===== src/rtl/ptr_slv_pkg.sv =====
// Package: shared types for the pointer-addressed serial slave.
// Assumes: byte-wide bus transfers; nothing vendor-specific.
package ptr_slv_pkg;

    // Protocol phases of the slave engine.
    typedef enum logic [1:0] {
        PH_IDLE = 2'd0,   // ignoring bus until next start
        PH_RECV = 2'd1,   // shifting a byte in from the host
        PH_ACKN = 2'd2,   // holding SDA low for the ninth clock
        PH_SEND = 2'd3    // shifting the read byte out
    } slv_phase_t;

endpackage


===== src/rtl/bus_sync_detect.sv =====
// Module: bus_sync_detect
// Brings SCL/SDA into the system clock domain through a STAGES-deep
// synchronizer, then flags SCL edges and start/stop conditions.
// Assumes: each SCL level lasts at least three system clocks; lines idle high.
module bus_sync_detect #(
    parameter int STAGES = 2
) (
    input  logic clk,
    input  logic rst_n,
    input  logic scl_raw,
    input  logic sda_raw,
    output logic scl_s,
    output logic sda_s,
    output logic scl_rise,
    output logic scl_fall,
    output logic start_det,
    output logic stop_det
);

    logic [STAGES-1:0] scl_q;
    logic [STAGES-1:0] sda_q;
    logic              scl_p;
    logic              sda_p;

    // Synchronizer chains plus one history flop per line.
    always_ff @(posedge clk) begin
        if (!rst_n) begin
            scl_q <= '1;
            sda_q <= '1;
            scl_p <= 1'b1;
            sda_p <= 1'b1;
        end else begin
            scl_q <= {scl_q[STAGES-2:0], scl_raw};
            sda_q <= {sda_q[STAGES-2:0], sda_raw};
            scl_p <= scl_q[STAGES-1];
            sda_p <= sda_q[STAGES-1];
        end
    end

    assign scl_s = scl_q[STAGES-1];
    assign sda_s = sda_q[STAGES-1];

    // Edge and bus-condition decode from current vs previous samples.
    always_comb begin
        scl_rise  = scl_s & ~scl_p;
        scl_fall  = ~scl_s & scl_p;
        start_det = scl_s & scl_p & sda_p & ~sda_s;
        stop_det  = scl_s & scl_p & ~sda_p & sda_s;
    end

endmodule


===== src/rtl/reg_bank.sv =====
// Module: reg_bank
// NUM_REGS registers of DATA_W bits with one write port and one read port.
// Reads at indices outside the bank return zero; writes are expected
// to be range-checked by the caller.
// Assumes: NUM_REGS <= 2**DATA_W.
module reg_bank #(
    parameter int NUM_REGS = 16,
    parameter int DATA_W   = 8,
    parameter int IDX_W    = $clog2(NUM_REGS)
) (
    input  logic              clk,
    input  logic              rst_n,
    input  logic              we,
    input  logic [IDX_W-1:0]  waddr,
    input  logic [DATA_W-1:0] wdata,
    input  logic [DATA_W-1:0] raddr,
    output logic [DATA_W-1:0] rdata
);

    localparam logic [DATA_W:0] LIMIT = (DATA_W+1)'(NUM_REGS);

    logic [DATA_W-1:0] mem [NUM_REGS];

    // Storage with synchronous clear and single write port.
    always_ff @(posedge clk) begin
        if (!rst_n) begin
            for (int i = 0; i < NUM_REGS; i++) mem[i] <= '0;
        end else if (we) begin
            mem[waddr] <= wdata;
        end
    end

    // Read mux; out-of-range pointer yields zero.
    always_comb begin
        if ({1'b0, raddr} < LIMIT) rdata = mem[raddr[IDX_W-1:0]];
        else                       rdata = '0;
    end

endmodule


===== src/rtl/slave_engine.sv =====
// Module: slave_engine
// Bit/byte sequencer for the pointer-addressed slave: address match,
// acknowledge timing, pointer load, register write, read shifting.
// Assumes: inputs come from bus_sync_detect; DATA_W = 8 (address is 7 bits + R/W).
module slave_engine
    import ptr_slv_pkg::*;
#(
    parameter logic [6:0] SLAVE_ADDR = 7'h4C,
    parameter int         NUM_REGS   = 16,
    parameter int         DATA_W     = 8,
    parameter int         IDX_W      = $clog2(NUM_REGS)
) (
    input  logic              clk,
    input  logic              rst_n,
    input  logic              sda_s,
    input  logic              scl_rise,
    input  logic              scl_fall,
    input  logic              start_det,
    input  logic              stop_det,
    input  logic [DATA_W-1:0] rd_data,
    output logic [DATA_W-1:0] ptr,
    output logic              sda_oe,
    output logic              we,
    output logic [IDX_W-1:0]  waddr,
    output logic [DATA_W-1:0] wdata
);

    localparam int                CNT_W    = $clog2(DATA_W + 1);
    localparam logic [CNT_W-1:0]  BYTE_END = CNT_W'(DATA_W);
    localparam logic [CNT_W-1:0]  LAST_TX  = CNT_W'(DATA_W - 1);
    localparam logic [DATA_W:0]   LIMIT    = (DATA_W+1)'(NUM_REGS);

    slv_phase_t        phase;
    logic [CNT_W-1:0]  bit_cnt;
    logic [1:0]        byte_idx;   // 0 addr, 1 pointer, 2 data, 3 beyond
    logic [DATA_W-1:0] shreg;
    logic              rd_dir;
    logic              ptr_ok;

    // Pointer range check used for write suppression.
    assign ptr_ok = ({1'b0, ptr} < LIMIT);

    // Main sequencer: bus conditions first, then per-phase SCL edge handling.
    always_ff @(posedge clk) begin
        if (!rst_n) begin
            phase    <= PH_IDLE;
            bit_cnt  <= '0;
            byte_idx <= '0;
            shreg    <= '0;
            rd_dir   <= 1'b0;
            ptr      <= '0;
            sda_oe   <= 1'b0;
            we       <= 1'b0;
            waddr    <= '0;
            wdata    <= '0;
        end else begin
            we <= 1'b0;
            if (start_det) begin
                phase    <= PH_RECV;
                bit_cnt  <= '0;
                byte_idx <= '0;
                sda_oe   <= 1'b0;
            end else if (stop_det) begin
                phase  <= PH_IDLE;
                sda_oe <= 1'b0;
            end else begin
                case (phase)
                    PH_RECV: begin
                        if (scl_rise && bit_cnt != BYTE_END) begin
                            shreg   <= {shreg[DATA_W-2:0], sda_s};
                            bit_cnt <= bit_cnt + 1'b1;
                        end else if (scl_fall && bit_cnt == BYTE_END) begin
                            bit_cnt <= '0;
                            case (byte_idx)
                                2'd0: begin
                                    if (shreg[DATA_W-1:1] == SLAVE_ADDR) begin
                                        rd_dir <= shreg[0];
                                        sda_oe <= 1'b1;
                                        phase  <= PH_ACKN;
                                    end else begin
                                        phase  <= PH_IDLE;
                                    end
                                end
                                2'd1: begin
                                    ptr    <= shreg;
                                    sda_oe <= 1'b1;
                                    phase  <= PH_ACKN;
                                end
                                2'd2: begin
                                    we     <= ptr_ok;
                                    waddr  <= ptr[IDX_W-1:0];
                                    wdata  <= shreg;
                                    sda_oe <= 1'b1;
                                    phase  <= PH_ACKN;
                                end
                                default: phase <= PH_IDLE;
                            endcase
                        end
                    end
                    PH_ACKN: begin
                        if (scl_fall) begin
                            if (byte_idx != 2'd3) byte_idx <= byte_idx + 1'b1;
                            bit_cnt <= '0;
                            if (byte_idx == 2'd0 && rd_dir) begin
                                phase  <= PH_SEND;
                                shreg  <= rd_data;
                                sda_oe <= ~rd_data[DATA_W-1];
                            end else begin
                                phase  <= PH_RECV;
                                sda_oe <= 1'b0;
                            end
                        end
                    end
                    PH_SEND: begin
                        if (scl_fall) begin
                            if (bit_cnt == LAST_TX) begin
                                phase  <= PH_IDLE;
                                sda_oe <= 1'b0;
                            end else begin
                                shreg   <= {shreg[DATA_W-2:0], 1'b0};
                                sda_oe  <= ~shreg[DATA_W-2];
                                bit_cnt <= bit_cnt + 1'b1;
                            end
                        end
                    end
                    default: sda_oe <= 1'b0;
                endcase
            end
        end
    end

endmodule


===== src/rtl/ptr_reg_slave.sv =====
// Module: ptr_reg_slave (top)
// Two-wire slave giving pointer-based access to a small register bank.
// Assumes: open-drain pad outside (sda_oe=1 pulls low); SCL levels last
// at least three clk cycles; no clock stretching.
module ptr_reg_slave #(
    parameter logic [6:0] SLAVE_ADDR = 7'h4C,
    parameter int         NUM_REGS   = 16,
    parameter int         DATA_W     = 8,
    parameter int         IDX_W      = $clog2(NUM_REGS),
    parameter int         SYNC_STG   = 2
) (
    input  logic              clk,
    input  logic              rst_n,
    input  logic              scl_in,
    input  logic              sda_in,
    output logic              sda_oe,
    output logic              reg_we,
    output logic [IDX_W-1:0]  reg_waddr,
    output logic [DATA_W-1:0] reg_wdata
);

    logic              scl_s, sda_s, scl_rise, scl_fall, start_det, stop_det;
    logic [DATA_W-1:0] ptr, rd_data;

    bus_sync_detect #(.STAGES(SYNC_STG)) u_sync (
        .clk(clk), .rst_n(rst_n), .scl_raw(scl_in), .sda_raw(sda_in),
        .scl_s(scl_s), .sda_s(sda_s), .scl_rise(scl_rise), .scl_fall(scl_fall),
        .start_det(start_det), .stop_det(stop_det)
    );

    slave_engine #(
        .SLAVE_ADDR(SLAVE_ADDR), .NUM_REGS(NUM_REGS), .DATA_W(DATA_W), .IDX_W(IDX_W)
    ) u_eng (
        .clk(clk), .rst_n(rst_n), .sda_s(sda_s), .scl_rise(scl_rise),
        .scl_fall(scl_fall), .start_det(start_det), .stop_det(stop_det),
        .rd_data(rd_data), .ptr(ptr), .sda_oe(sda_oe), .we(reg_we),
        .waddr(reg_waddr), .wdata(reg_wdata)
    );

    reg_bank #(.NUM_REGS(NUM_REGS), .DATA_W(DATA_W), .IDX_W(IDX_W)) u_bank (
        .clk(clk), .rst_n(rst_n), .we(reg_we), .waddr(reg_waddr),
        .wdata(reg_wdata), .raddr(ptr), .rdata(rd_data)
    );

endmodule


===== config.mk =====
export PLATFORM = sky130hd
export DESIGN_NAME = ptr_reg_slave
export DESIGN_NICKNAME = d
export VERILOG_FILES = /design/src/rtl/ptr_slv_pkg.sv /design/src/rtl/bus_sync_detect.sv /design/src/rtl/reg_bank.sv /design/src/rtl/slave_engine.sv /design/src/rtl/ptr_reg_slave.sv
export SDC_FILE = /design/constraint.sdc
export NUM_CORES = 1
export LEC_CHECK = 0
export BUFFER_PORTS_ARGS = -buffer_cell sky130_fd_sc_hd__clkbuf_2
export CORE_ASPECT_RATIO = 0.6
export CORE_MARGIN = 3
export CORE_UTILIZATION = 55
export DETAILED_ROUTE_END_ITERATION = 12
export GPL_ROUTABILITY_DRIVEN = 0
export PLACE_DENSITY_LB_ADDON = 0.3
export RECOVER_POWER = 25
export SYNTH_ARGS = -nofsm -noshare
export SYNTH_HDL_FRONTEND = slang
export SYNTH_SLANG_ARGS = --single-unit

===== constraint.sdc =====
create_clock -name clk -period 6.2 [get_ports clk]
set_input_delay 1.55 -clock clk [delete_from_list [all_inputs] [get_ports clk]]
set_output_delay 1.55 -clock clk [all_outputs]
set_load 0.02 [all_outputs]

# Yosys cells after proc, flatten, opt, wreduce, memory -nomap -nowiden
# Memory sizes are Yosys's and may differ from the RTL's. A register that Yosys moved wholly into a read port is not among the register bits.
# Index checks and enable logic that the tools add are counted.
# totals
reg_bits,45
ramBits,128
inputBits,4
n_memories,1
# op_classes
n_addsub,2
order_cmp,1
bitwise_logic,20
n_mux,42
reduce_logical,20
eq_ne,26
# mem_list
name,words,width,rd,rd_clocked_by_memory_dff,wr,line_no,text
u_bank.mem,16,8,1,1,16,reg_bank.sv:22,logic [DATA_W-1:0] mem [NUM_REGS];
# ops
operator,n
two-way mux 8 bit,7
AND reduction 6 bit,6
two-way mux 4 bit,8
one-hot mux 8 bit (3 select lines),1
!= test 4 x 3 -> 1 bit (second input constant),4
two-way mux 1 bit,14
two-way mux 2 bit,7
inverter 1 bit,13
!= test 2 x 1 -> 1 bit (second input constant),6
one-hot mux 4 bit (3 select lines),1
less-than comparator 8 x 5 -> 1 bit (second input constant),1
!= test 4 bit (second input constant),2
AND reduction 8 bit,1
OR reduction 8 bit,1
bitwise AND 1 bit,7
equality test 7 bit (second input constant),1
AND reduction 7 bit,1
OR reduction 7 bit,1
equality test 2 bit (second input constant),3
!= test 2 bit (second input constant),3
!= test 3 x 2 -> 1 bit (second input constant),2
one-hot mux 2 bit (3 select lines),1
nonzero test 5 bit,1
adder 4 x 1 -> 4 bit (second input constant),1
other kinds (14),18

# Longest topological paths before layout
# depth
word_depth,8
mapped_depth,8
mapped_depth_nobuf,7

# By module
# From an unflattened synthesis, not the netlist that was laid out.
# unflattened
cells_unflattened,640
hier_area_um2,8130.3
# by_module_without_submodules
mod,seq_area_each_um2,cells_each,instances,area_per_inst_um2
reg_bank,3843.7,403,1,5960.7
slave_engine,780.7,221,1,1979.4
bus_sync_detect,120.1,16,1,190.2

# Worst setup path before layout
# OpenSTA, ideal clock, no wires.
# synth_path
kind,input-to-reg
from,input rst_n
to,memory u_bank.mem[1][0] (enable)
stages,4
t_arrival_ns,2.714
path_buffers,1
setup_ns,0.384
setup_slack_ns,3.102
cell_sequence,nand2_1 > or3_1 > clkbuf_1 > o21ai_0
# synth_rtl
item,line_no,text
start: declaration,ptr_reg_slave.sv:13,"input logic rst_n,"
end: declaration,reg_bank.sv:22,

# Worst setup path in the final report
# layout_path
from,input rst_n
to,register u_eng.sda_oe
# layout_via
elab_chain_cells,2
# layout_rtl
item,line_no,text
inverter 1 bit (no source line),--,
OR reduction 3 bit (no source line),--,
end signal: assignment,slave_engine.sv:107,sda_oe <= ~rd_data[DATA_W-1];
end signal: assignment,slave_engine.sv:121,sda_oe <= ~shreg[DATA_W-2];
end: declaration,slave_engine.sv:22,"output logic sda_oe,"
# No other way between the ends.
# A chain may end at the register's enable or synchronous reset.

==> results.toml <==
[pwr]
peakVddDrop_mv = 0.174
p_sw_mw = 0.608
total_power_mw = 2.63
share_comb_of_total_power = 0.056
clkPwrFrac = 0.425
p_int_mw = 2.02
power_density_nw_per_um2 = 288
switching_share = 0.231
seqPwrFrac = 0.519
p_leak_nw = 3.12

[route]
dr.pass1.iters = 6
totalWireLength_um = 20900
drt_iter0_drc = 645
wl_per_cell_um = 24.0
drcViolationCount = 0
avgViaCountPerCell = 6.27
vias = 5457
ant_nets = 0

[cells_and_area]
fillers = 1108
layout-drive-gt1-share = 0.140
area_growth_pct = 9.70
final_nets = 677
antenna_cells = 0

[cts]
htreeDepth = 4
numClockSinks = 177
cts_buffer_depth = 2
cts.repair.resized = 0
cts_setup_buffers = 0
postCtsHoldBufs = 0
cts_buffers = 17
clock_latency_ps = 430
cts_tree = "built"
path_clk_slew_ps = 70
cts_root_buf = "clkbuf_16"

[die]
rows = 34
fp.dieH_um = 101
io_pins = 18
fp.coreArea_um2 = 14600
die-area_um2 = 16700
initial_core_util = 0.569
fp.dieW_um = 165

[timing]
slew_viol_final = 50
hold_viol_final = 0
setup_viol = 0
period_minus_slack_ps = 4530
rsz0062_at_grt = "false"
max_freq_mhz = 221
period_share = 0.731
finalClockSkew_ps = 7.39
tns_ps = 0
slew_headroom = -0.333
worst_slew_pin_slew_ps = 2000

[min_path]
hold_start = "u_sync.sda_q[0]"
min_path_type = "register to register"

[yosys]
synth_area_per_cell_um2 = 12.8
synth_edf_count = 128
syn_area_um2 = 8330
synth_ff_type = "edfxtp_1"
ys_seq_area_frac = 0.579
async_flop_share = 0
synthDistinctLibCells = 61
synth_warnings = 0
synthCells = 652
ys_seq_elements = 177
syn_nets = 668

[worst_setup_path]
cp-startpoint = "rst_n"
cp_max_fo = 49
crit_path_start_kind = "primary input"
crit_type = "primary input to register"
arrival_ps = 4860
required_ps = 6530
end_kind = "register"

[global_route]
antenna_found_initial = 0
grt_overflow_total = 0
grt_pass1_vias = 5120
grt_util_all_layers = 0.265
grt_max_degree = 50
grt_pass1_wl_um = 31800

[outcome]
status = "complete, but fails checks"
violations = "capacitance limit, slew limit"

[run]
maxCapViolations = 1

[placed_design]
io_buffers = 17
hpwl_um = 13800
-- sequential cells by signal, summed over array words and instances, names as in the netlist, named ones only --
| name | cells |
|---|---|
| u_eng.shreg | 8 |
| u_eng.we | 1 |
| u_eng.sda_oe | 1 |
| u_eng.byte_idx | 2 |
| u_eng.phase | 2 |
| u_eng.ptr | 8 |
| u_sync.sda_p | 1 |
| u_bank.mem | 128 |
| u_eng.rd_dir | 1 |
| u_eng.bit_cnt | 4 |
| u_sync.scl_q | 2 |
| u_eng.wdata | 8 |
| u_sync.sda_q | 2 |
| u_eng.waddr | 4 |
| u_sync.scl_p | 1 |
-- placed cells by master (no fill, tap or decap), types with 3 or more instances in the layout --
| cell type | count |
|---|---|
| a21boi_0 | 13 |
| a21oi_1 | 4 |
| and2_0 | 16 |
| and2_1 | 115 |
| and3_1 | 3 |
| buf_4 | 8 |
| bufinv_16 | 3 |
| clkbuf_1 | 6 |
| clkbuf_16 | 17 |
| clkbuf_2 | 12 |
| dfxtp_1 | 48 |
| edfxtp_1 | 128 |
| ha_1 | 12 |
| inv_1 | 11 |
| inv_6 | 5 |
| mux2i_1 | 27 |
| mux4_2 | 27 |
| nand2_1 | 49 |
| nand2b_1 | 12 |
| nand3_1 | 14 |
| nand3b_1 | 3 |
| nand4_1 | 5 |
| nand4b_1 | 18 |
| nor2_1 | 22 |
| nor2b_1 | 13 |
| nor3_1 | 5 |
| o211ai_1 | 3 |
| o21ai_0 | 16 |
| o21ai_1 | 7 |
| o221a_1 | 6 |
-- cell usage after synthesis, types with 4 or more instances --
| library cell | n | area [um2] |
|---|---|---|
| o21ai_0 | 14 | 70.1 |
| nand3_1 | 14 | 70.1 |
| o221a_1 | 6 | 67.6 |
| nor2b_1 | 13 | 81.3 |
| nand2b_1 | 12 | 75.1 |
| ha_1 | 12 | 150 |
| inv_1 | 11 | 41.3 |
| dfxtp_1 | 49 | 981 |
| nor2_1 | 22 | 82.6 |
| mux4_2 | 27 | 608 |
| and2_1 | 131 | 820 |
| o21ai_1 | 8 | 40.0 |
| buf_2 | 8 | 40.0 |
| a21boi_1 | 12 | 90.1 |
| edfxtp_1 | 128 | 3840 |
| mux2i_1 | 27 | 270 |
| nand4_1 | 5 | 31.3 |
| nand4b_1 | 18 | 158 |
| nor3_1 | 5 | 25.0 |
| clkbuf_1 | 21 | 78.8 |
| nand2_1 | 49 | 184 |
| a21oi_1 | 4 | 20.0 |
-- cells by family after synthesis --
kind of cell,share of synthesized area
XOR/XNOR,0.00210
flip-flops,0.579
AND/OR/NAND/NOR,0.205
adder cells (fa/ha/maj),0.0180
AO/OA/AOI/OAI,0.0613
buffers and inverters,0.0275
multiplexers,0.107
-- final timing paths --
check / endpoint / slack [ps] / cells past startpoint
max: u_eng.sda_oe / 1670 / 6
min: u_sync.sda_q[1] / 450 / 1
max reg2reg: u_eng.sda_oe / 3790 / 5
min reg2reg: u_sync.sda_q[1] / 450 / 1
-- critical path, stage by stage --
cell and delay [ps]:
clkbuf_2 320, clkbuf_1 1470, o21ai_0 550, a211oi_1 500
o211ai_1 180, a22oi_1 270
-- layer usage --
layer	track usage	share of wire	up-vias
li1	-	-	2396
met1	0.412	0.45	2714
met2	0.359	0.43	311
met5	0	0	-
met4	0.0896	0.019	0
met3	0.0711	0.11	36
-- final cells by class --
cell class,instances,area [um2],area share
Sequential cell,177,4830,0.528
Multi-Input combinational cell,428,3280,0.359
Clock buffer,17,425,0.0465
Tap cell,198,248,0.0271
Clock inverter,14,176,0.0193
Timing Repair Buffer,26,143,0.0156
Inverter,11,41.3,0.00452
-- power by group through the flow --
stage,clock network [mW],logic [mW],registers (mW)
4_1_cts,1.11,0.147,1.36
5_1_grt,1.17,0.162,1.37
3_3_place_gp,0,0.142,1.39
6_report,1.12,0.148,1.37
3_5_place_dp,0,0.145,1.39
2_1_floorplan,0,0.117,1.37
-- per-stage QoR --
step | worst slack [ps] | instance area, um2 | hold slack [ps] | std cells | util
CTS | 2920 | 9150 | 443 | 871 | 0.626
detailed placement | 2490 | 8550 | 428 | 840 | 0.584
global placement | 2560 | 8550 | 437 | 840 | 0.584
finish | 1670 | 9140 | 445 | 871 | 0.625
global route | 1490 | 9140 | 471 | 871 | 0.625
floorplan | 3100 | 8330 | 386 | 652 | -
Power figures use the tool's default switching activity.
